**config.mk**
```make
export PLATFORM = sky130hd
export DESIGN_NAME = exec_flag_unit
export DESIGN_NICKNAME = d
export VERILOG_FILES = /design/src/rtl/exu_pkg.sv /design/src/rtl/exu_alu.sv /design/src/rtl/exu_flags.sv /design/src/rtl/exu_cond.sv /design/src/rtl/exec_flag_unit.sv
export SDC_FILE = /design/constraint.sdc
export NUM_CORES = 1
export LEC_CHECK = 0
export BUFFER_PORTS_ARGS = -buffer_cell sky130_fd_sc_hd__buf_2
export CORE_MARGIN = 2
export CORE_UTILIZATION = 55
export CTS_BUF_LIST = sky130_fd_sc_hd__clkbuf_4
export DETAILED_ROUTE_END_ITERATION = 7
export PLACE_DENSITY = 0.81
export SYNTH_ARGS = -nofsm -noshare
export SYNTH_HDL_FRONTEND = slang
export SYNTH_SLANG_ARGS = --single-unit
```
**constraint.sdc**
```tcl
create_clock -name clk -period 8.44 [get_ports clk]
set_input_delay 2.532 -clock clk [delete_from_list [all_inputs] [get_ports clk]]
set_output_delay 2.532 -clock clk [all_outputs]
set_load 0.05 [all_outputs]
```
**src/rtl/exu_pkg.sv**
```systemverilog
package exu_pkg;

  typedef enum logic [1:0] {
    OP_ADD = 2'd0,
    OP_SUB = 2'd1,
    OP_AND = 2'd2,
    OP_XOR = 2'd3
  } alu_op_e;

  typedef enum logic [3:0] {
    CC_ALWAYS = 4'd0,
    CC_LE     = 4'd1,
    CC_LT     = 4'd2,
    CC_EQ     = 4'd3,
    CC_NE     = 4'd4,
    CC_GE     = 4'd5,
    CC_GT     = 4'd6
  } cond_e;

  typedef struct packed {
    logic z;
    logic s;
    logic o;
  } flags_t;

  localparam flags_t FLAGS_RESET = '{z: 1'b1, s: 1'b0, o: 1'b0};

endpackage

```
**src/rtl/exu_alu.sv**
```systemverilog
module exu_alu
  import exu_pkg::*;
#(
  parameter int W = 32
) (
  input  logic [W-1:0] a,
  input  logic [W-1:0] b,
  input  alu_op_e      op,
  output logic [W-1:0] res,
  output flags_t       nxt
);
  localparam int MSB = W - 1;

  function automatic logic add_ovf(input logic [W-1:0] x, input logic [W-1:0] y,
                                   input logic [W-1:0] r);
    return (x[MSB] == y[MSB]) && (r[MSB] != y[MSB]);
  endfunction

  function automatic logic sub_ovf(input logic [W-1:0] x, input logic [W-1:0] y,
                                   input logic [W-1:0] r);
    return (x[MSB] != y[MSB]) && (r[MSB] != y[MSB]);
  endfunction

  logic ovf;

  always_comb begin
    unique case (op)
      OP_ADD: begin res = b + a; ovf = add_ovf(a, b, b + a); end
      OP_SUB: begin res = b - a; ovf = sub_ovf(a, b, b - a); end
      OP_AND: begin res = b & a; ovf = 1'b0; end
      default: begin res = b ^ a; ovf = 1'b0; end
    endcase
  end

  assign nxt.z = (res == '0);
  assign nxt.s = res[MSB];
  assign nxt.o = ovf;

endmodule

```
**src/rtl/exu_flags.sv**
```systemverilog
module exu_flags
  import exu_pkg::*;
(
  input  logic   clk,
  input  logic   rst_n,
  input  logic   load,
  input  flags_t nxt,
  output flags_t cur,
  output logic   armed
);

  always_ff @(posedge clk or negedge rst_n) begin
    if (!rst_n) begin
      cur   <= FLAGS_RESET;
      armed <= 1'b0;
    end else begin
      armed <= 1'b1;
      if (load) cur <= nxt;
    end
  end


  flags_hold_chk: assert property (@(posedge clk) disable iff (!rst_n)
    armed && !$past(load) |-> $stable(cur));

endmodule

```
**src/rtl/exu_cond.sv**
```systemverilog
module exu_cond
  import exu_pkg::*;
#(
  parameter int FN_W = 4
) (
  input  flags_t          fl,
  input  logic [FN_W-1:0] code,
  output logic            taken
);
  logic lt;
  assign lt = fl.s ^ fl.o;

  always_comb begin
    case (code)
      FN_W'(CC_ALWAYS): taken = 1'b1;
      FN_W'(CC_LE):     taken = lt | fl.z;
      FN_W'(CC_LT):     taken = lt;
      FN_W'(CC_EQ):     taken = fl.z;
      FN_W'(CC_NE):     taken = !fl.z;
      FN_W'(CC_GE):     taken = !lt;
      FN_W'(CC_GT):     taken = !lt && !fl.z;
      default:          taken = 1'b0;
    endcase
  end

endmodule

```
**src/rtl/exec_flag_unit.sv**
```systemverilog
module exec_flag_unit
  import exu_pkg::*;
#(
  parameter int W    = 32,
  parameter int FN_W = 4
) (
  input  logic            clk,
  input  logic            rst_n,
  input  logic [W-1:0]    opnd_a,
  input  logic [W-1:0]    opnd_b,
  input  logic [FN_W-1:0] fn_code,
  input  logic            set_flags,
  output logic [W-1:0]    result,
  output logic            flag_z,
  output logic            flag_s,
  output logic            flag_o,
  output logic            cond_true
);
  localparam int MSB = W - 1;

  alu_op_e op_sel;
  flags_t  flags_nxt;
  flags_t  flags_cur;
  logic    chk_armed;

  assign op_sel = alu_op_e'(fn_code[1:0]);

  exu_alu #(.W(W)) u_alu (
    .a   (opnd_a),
    .b   (opnd_b),
    .op  (op_sel),
    .res (result),
    .nxt (flags_nxt)
  );

  exu_flags u_flags (
    .clk   (clk),
    .rst_n (rst_n),
    .load  (set_flags),
    .nxt   (flags_nxt),
    .cur   (flags_cur),
    .armed (chk_armed)
  );

  exu_cond #(.FN_W(FN_W)) u_cond (
    .fl    (flags_cur),
    .code  (fn_code),
    .taken (cond_true)
  );

  assign flag_z = flags_cur.z;
  assign flag_s = flags_cur.s;
  assign flag_o = flags_cur.o;


  zero_load_chk: assert property (@(posedge clk) disable iff (!rst_n)
    chk_armed && $past(set_flags) |-> flag_z == ($past(result) == '0));


  sign_load_chk: assert property (@(posedge clk) disable iff (!rst_n)
    chk_armed && $past(set_flags) |-> flag_s == $past(result[MSB]));


  logic_ovf_clear_chk: assert property (@(posedge clk) disable iff (!rst_n)
    chk_armed && $past(set_flags) && $past(fn_code[1]) |-> !flag_o);


  eq_after_zero_chk: assert property (@(posedge clk) disable iff (!rst_n)
    chk_armed && $past(set_flags) && ($past(result) == '0) && (fn_code == FN_W'(3))
      |-> cond_true);

endmodule

```
==> results of run 1 <==
-- worst paths after layout --
| kind | from | endpoint | slack, ns | cells past startpoint |
|---|---|---|---|---|
| max | opnd_a[8] | result[23] | 0.12 | 13 |
| min in group asynchronous | rst_n | u_flags.cur[0] | 2.08 | 1 |
| min | u_flags.cur[2] | u_flags.cur[2] | 0.54 | 2 |
| max in group asynchronous | rst_n | u_flags.cur[2] | 6.16 | 1 |
| min reg2reg | u_flags.cur[2] | u_flags.cur[2] | 0.54 | 2 |
| max reg2reg | u_flags.cur[2] | u_flags.cur[2] | 7.62 | 2 |
-- per-stage QoR --
stage                     worst slack [ns]  instance area, um2
after floorplan                      0.218                5120
after global placement               0.145                5570
after detailed placement             0.123                5570
after CTS                            0.110                5600
after global routing               -0.0157                5630
final                                0.124                5630
-- cell families after synthesis --
kind of cell	Yosys count
compound gates	273
xor+xnor	8
fa+ha+maj	66
buf+inv	129
flops	3
mux	10
simple gates	254
-- area by class of cell --
cell class              count  share of cell area [%]
inverters                  79                    5.26
repair buffers            124                    11.9
flip-flops and latches      3                    1.35
clock buffers               4                   0.533
well taps                 111                    2.47
multi-input cells         611                    78.5
-- critical path, delay by kind of cell --
kind	cells	cell delay [ns]
AOI/OAI and AO/OA	6	1.65
buffers and inverters	5	0.66
adders and majority gates	1	0.37
and+or+nand+nor	1	0.55
-- cells in the mapped netlist, types with 4 or more instances --
cell and instances:
a2111oi_0 6, a211o_1 6, a211oi_1 12, a21o_1 19, a21oi_1 57, a21oi_2 5
a221o_1 5, a221oi_1 4, a22oi_1 5, a31oi_1 15, and2_1 6, and3_1 8
and4_1 9, buf_2 9, buf_6 5, clkbuf_1 22, clkbuf_8 10, ha_1 64
inv_1 76, mux2i_1 5, nand2_1 54, nand2b_1 10, nand3_1 17, nand4_1 8
nor2_1 52, nor2b_1 9, nor3_1 31, nor4_1 12, o2111ai_1 5, o211ai_1 15
o21ai_0 30, o21ai_1 7, o21bai_1 7, o31ai_1 9, o32ai_1 5, or3_1 7
or3_2 4, xnor2_1 5
-- power by group through the flow --
| stage | Combinational (W) | Clock [W] | Sequential, W |
|---|---|---|---|
| 3_5_place_dp | 0.000503 | 0 | 0.0000171 |
| 2_1_floorplan | 0.000381 | 0 | 0.0000215 |
| 5_1_grt | 0.000557 | 0.0000295 | 0.0000170 |
| 3_3_place_gp | 0.000496 | 0 | 0.0000170 |
| 6_report | 0.000520 | 0.0000284 | 0.0000169 |
| 4_1_cts | 0.000505 | 0.0000289 | 0.0000170 |
-- metal layers --
metal	share of wire, %	vias to the layer above
li1	-	2964
met1	42	2954
met2	46	405
met3	9.4	45
met4	2.6	0
met5	0	-
-- repair_timing --
item,4_1_cts,5_1_grt
hold buffers,0,0
setup endpoints to repair,0,1
buffers inserted,0,1
resized for setup,0,9
-- cells in the final DEF, fill, tap and decap left out, drive strengths merged, types with 6 or more instances in the layout --
cell,count
a2111oi,7
a211o,6
a211oi,14
a21o,21
a21oi,62
a31oi,16
and2,6
and3,10
and4,9
buf,123
ha,64
inv,79
nand2,54
nand2b,11
nand3,17
nand4,8
nor2,53
nor2b,9
nor3,33
nor4,15
o2111ai,6
o211ai,15
o21ai,39
o21bai,7
o31ai,11
or3,11
==> impl_results.md, run 1 <==
- Synth top area cells: ha_1 (16%), a21oi_1 (5.6%), inv_1 (5.6%)
- Synth Register Bits: 3
- Area leader, netlist: ha_1
- DIE WIDTH: 100 um
- DRC viols: 0
- Post-synth EDFFs: 0
- Worst Tran Pin Value: roughly 0.75 ns
- Post-Place Cells: 927
- H-tree levels: 1
- Ys Warns: 0
- Die area: 10100 um2
- Vias in the first global route: 5892
- ANT cells: 0
- Synth async-reset ratio: 100%
- Power, Total: ~0.00057 W
- Net Switching: 0.000361 W
- Max reg flops: 3
- Status: finished, final reports clean
- Gate Count Post-Synth: 743
- Rel. slew slack: 50.2%
- Register area share after synthesis: 1.49%
- Worst hold slack: 0.537 ns
- Met2 usage: 56.1%
- Seq pwr share: 3.0%
- Nets: 959
- Period utilization: a little over nine tenths
- Iteration-0 DRC Markers: approximately 500
- Routed len/inst: 18.9 um
- Area of the multi-input gates: between 4000 and 5000 um2
- Root Driver: clkbuf_4
- Gpl congestion: 0.951
- Met1 track demand over resource: between 40% and 50%
- Detailed-route vias per instance: 6.83
- Clock-pin slew on the worst setup and hold paths: 0.04 ns
- Final core occ: 61.5%
- Num ports: ~110
- Critical path class: input port to output pin
- Combinational power share: between 90% and 100%
- Synth Area in Compound Gates: 39.0%
- Clock buffer depth: 2
- HP Class: register to register
- TNS Setup: 0 ns
- XOR/XNOR share of the synthesized area: under 10%
- P_leak: 2.63 nW
- Post-Syn Area: 5120 um2
- Global-route wire length before repair: between 20 and 30 mm
- DIE HEIGHT: 100 um
- Pwr/cell area: 100 nW/um2
- Syn nets: about 900
- GR Util All Layers: 33.9%
- Top reg by flops: u_flags.cur
- Area grow syn2layout: 10.1%
- Largest family of logic cells by synthesized area: compound AO/OA/AOI/OAI gates
- Seq. cell area: 76.3 um2
- Proportion of synthesized area in mux cells: 2.30%
- Crit-path slowest cell: or3_2
- Synth Area in Simple Gates: around 27%
- Switching portion of total power: between 60% and 70%
- M3 GR Usage: 3.83%
- Layout Cells excl Fill: between 900 and 1000
- Max FO, Critical Path: 7
- Initial antenna violation count: 0
- Gr ovfl total: 0
- Antenna-violating nets left: 0
- First drt pass iteration count: 6
- Count of max-cap constraint violations: 0
- Crit path required time: slightly below 6 ns
- Vias after detailed routing: 6368
- CTS tree: done
- Clock insertion delay at the later pin of the skew report: 0.23 ns
- Largest net degree at the start of global routing: 32
- Post-synth top area share: 15.7%
- Final Hold Viols: 0
- Clock network fraction of total power: 5.0%
- Layout cells sized above 1: 22.8%
- Fmax: 120 MHz
- Initial core utilization: 55.9%
- Port buffer count: 106
- # setup viols final: 0
- Ys flop type: dfrtp_1
- Crit path capture type: output pin
- Post-synthesis cell type count: 102
- DP HPWL: between 10 and 15 mm
- Maximum vdd ir drop: 0.0520 mV
- Max-slew violations: 0
- Rows: 35
- Core ar.: 9150 um2
- FILL cells: 873
- Biggest regs: u_flags.cur x3
- Min cycle time layout: 8.32 ns
- Total wire length: 17.6 mm
- Worst path arrival time: 5.78 ns
- Cts bufs inserted: 3
- Clk sinks: 3
- Internal Power: 0.000205 W
- GR peak layer: met2
- Clock skew: 0 ns
- CP Launch Type: input port
- Worst path cell trace: buf_2, inv_1, ha_1, buf_4, a21o_2, a31oi_1, o21a_1, a32oi_2, a2111oi_0, o32ai_1, or3_2, inv_1, buf_2
- Crit-path max cell delay: 0.55 ns
- Adder-cell share of the synthesized area: between 10% and 20%
- Synth Area per Inst: 6.89 um2
Power figures use the tool's default switching activity.
==> inputs of run 2 (changes only) <==
--- a/config.mk
+++ b/config.mk
@@ -11,6 +11,7 @@
 export CTS_BUF_LIST = sky130_fd_sc_hd__clkbuf_4
 export DETAILED_ROUTE_END_ITERATION = 7
 export PLACE_DENSITY = 0.81
+export SETUP_SLACK_MARGIN = 0.15
 export SYNTH_ARGS = -nofsm -noshare
 export SYNTH_HDL_FRONTEND = slang
 export SYNTH_SLANG_ARGS = --single-unit
==> impl_results.md, run 2 (same netlist as run 1, synthesis figures left out) <==
- DP HPWL: 13.8 mm (unchanged)
- Clock network fraction of total power: 5.0% (about the same)
- Top reg by flops: u_flags.cur
- DIE WIDTH: 100 um (unchanged)
- Switching portion of total power: 63.7% (-0.10 points)
- Max-slew violations: 0 (unchanged)
- FF-to-FF path depth: 2 (unchanged)
- Clk sinks: 3 (unchanged)
- Global-route wire length before repair: 28.4 mm (unchanged)
- Net Switching: 0.000364 W (+0.84%)
- Vias in the first global route: 5892 (unchanged)
- Worst path arrival time: 5.69 ns (-0.09 ns)
- Critical path class: input port to output pin
- Pwr/cell area: 100 nW/um2 (-0.28%)
- FILL cells: 871 (-0.23%)
- CTS tree: done
- Root Driver: clkbuf_4
- Fmax: 122 MHz (+1.1%)
- Cts bufs inserted: 3 (unchanged)
- Area of the multi-input gates: 4480 um2 (+1.3%)
- Die area: 10100 um2 (unchanged)
- Hold Buf Count CTS: 0 (unchanged)
- Period utilization: 97.4% (-1.1 points)
- Most common cell after layout, fill and taps aside: buf_2
- Antenna-violating nets left: 0 (unchanged)
- DRC viols: 0 (unchanged)
- Clock insertion delay at the later pin of the skew report: 0.23 ns (about the same)
- Biggest regs: u_flags.cur x3
- Internal Power: 0.000207 W (+1.3%)
- CP Launch Type: input port
- Largest net degree at the start of global routing: 32 (unchanged)
- Crit-path slowest cell: or3_2
- Min cycle time layout: 8.22 ns (-0.0925 ns)
- Initial core utilization: 55.9% (unchanged)
- Combinational power share: 92.1% (about the same)
- Vias after detailed routing: 6352 (-0.25%)
- Power, Total: 0.000571 W (+1.0%)
- Clock buffer depth: 2 (unchanged)
- Crit path required time: 5.91 ns (about the same)
- Seq pwr share: 3.0% (about the same)
- Worst Hold Depth: 2 (unchanged)
- Initial antenna violation count: 0 (unchanged)
- Final Hold Viols: 0 (unchanged)
- Rel. slew slack: 49.5% (-0.66 points)
- Gr ovfl total: 0 (unchanged)
- RSZ-0062 raised after global routing: true
- Layout Cells excl Fill: 934 (+0.21%)
- Worst Tran Pin Value: 0.757 ns (+0.00989 ns)
- Rows: 35 (unchanged)
- ANT cells: 0 (unchanged)
- Crit path capture type: output pin
- Port buffer count: 106 (unchanged)
- TNS Setup: 0 ns (unchanged)
- Most frequent cells in the layout: buf_2 (105), inv_1 (76), ha_1 (58), a21oi_1 (56), nand2_1 (54)
- First drt pass iteration count: 5 (-1)
- Count of max-cap constraint violations: 0 (unchanged)
- Num ports: 107 (unchanged)
- Clock-pin slew on the worst setup and hold paths: 0.04 ns (about the same)
- Clock skew: 0 ns (unchanged)
- Gpl congestion: 0.951 (unchanged)
- Nets: 961 (+0.21%)
- Max FO, Critical Path: 8 (+1)
- Post-Place Cells: 927 (unchanged)
- Crit-path max cell delay: 0.54 ns (about the same)
- Maximum vdd ir drop: 0.0520 mV (+0.15%)
- Worst path cell trace: buf_2, inv_1, ha_1, buf_4, a31oi_4, a211o_4, a32o_1, o211ai_1, a2111oi_0, or3_2, o211ai_1, inv_1, buf_4
- Layout cells sized above 1: 23.9% (+1.2 points)
- Iteration-0 DRC Markers: 550 (+9.6%)
- HP Class: register to register
- P_leak: 2.65 nW (+0.80%)
- H-tree levels: 1 (unchanged)
- Core ar.: 9150 um2 (unchanged)
- Status: finished, final reports clean
- Max reg flops: 3 (unchanged)
- DIE HEIGHT: 100 um (unchanged)
- # setup viols final: 0 (unchanged)
- Area grow syn2layout: 11.5%
- Routed len/inst: 19.0 um (+0.31%)
- Seq. cell area: 76.3 um2 (unchanged)
- GR Util All Layers: 33.9% (unchanged)
- Detailed-route vias per instance: 6.80 (-0.46%)
- Total wire length: 17.7 mm (+0.52%)
==> run 2: cell count changes in the layout (fill, tap and decap cells not counted), sizes merged <==
cell    before  now
buf        123  126
clkbuf       5    4
==> run 2: final timing paths <==
check | slack [ns] | endpoint | startpoint
hold reg to reg | 0.54 | u_flags.cur[2] | u_flags.cur[2]
setup reg to reg | 7.62 | u_flags.cur[2] | u_flags.cur[2]
setup / recovery | 0.22 | result[31] | opnd_a[4]
max in group asynchronous | 6.16 | u_flags.cur[2] | rst_n
hold / removal | 0.54 | u_flags.cur[2] | u_flags.cur[2]
min in group asynchronous | 2.08 | u_flags.cur[0] | rst_n
==> run 2: power by group through the flow <==
stage | combinational, W | clock (W) | sequential, W
floorplan | 0.000381 | 0 | 0.0000215
global placement | 0.000496 | 0 | 0.0000170
detailed placement | 0.000503 | 0 | 0.0000171
CTS | 0.000506 | 0.0000289 | 0.0000170
global route | 0.000563 | 0.0000295 | 0.0000170
finish | 0.000526 | 0.0000283 | 0.0000169
==> run 2: stage by stage <==
stage	util, %	cell area (um2)	setup slack (ns)	hold WS [ns]
final	62.3	5710	0.216	0.537
after CTS	61.2	5610	0.166	0.525
after global routing	62.3	5710	0.0742	0.569
after floorplan	-	5120	0.218	0.607
after global placement	60.8	5570	0.145	0.496
after detailed placement	60.8	5570	0.123	0.512
==> run 2: final cells by class <==
cell class | instances | share of cell area, %
multi-input combinational | 611 | 78.5
inverter | 79 | 5.20
sequential | 3 | 1.34
timing repair buffer | 126 | 12.0
clock buffer | 4 | 0.526
tap | 111 | 2.43
==> run 2: what timing repair did <==
action                                  4_1_cts  5_1_grt
setup buffers                                 0        3
resized for setup                             3       18
pin swaps                                     0        7
endpoints found under the setup margin        1        7
==> run 2: layer usage <==
| layer | vias to the layer above | GRT usage, % | share of wire (%) |
|---|---|---|---|
| met5 | - | 0 | 0 |
| met4 | 0 | 9.91 | 2.7 |
| met3 | 53 | 3.83 | 9.3 |
| met2 | 403 | 56.1 | 45 |
| met1 | 2930 | 46.4 | 43 |
| li1 | 2966 | - | - |
==> run 2: critical path: cells and delay by family <==
family | cells | cell delay, ns
simple gates | 1 | 0.54
buf+inv | 5 | 0.61
compound gates | 6 | 1.53
fa+ha+maj | 1 | 0.47
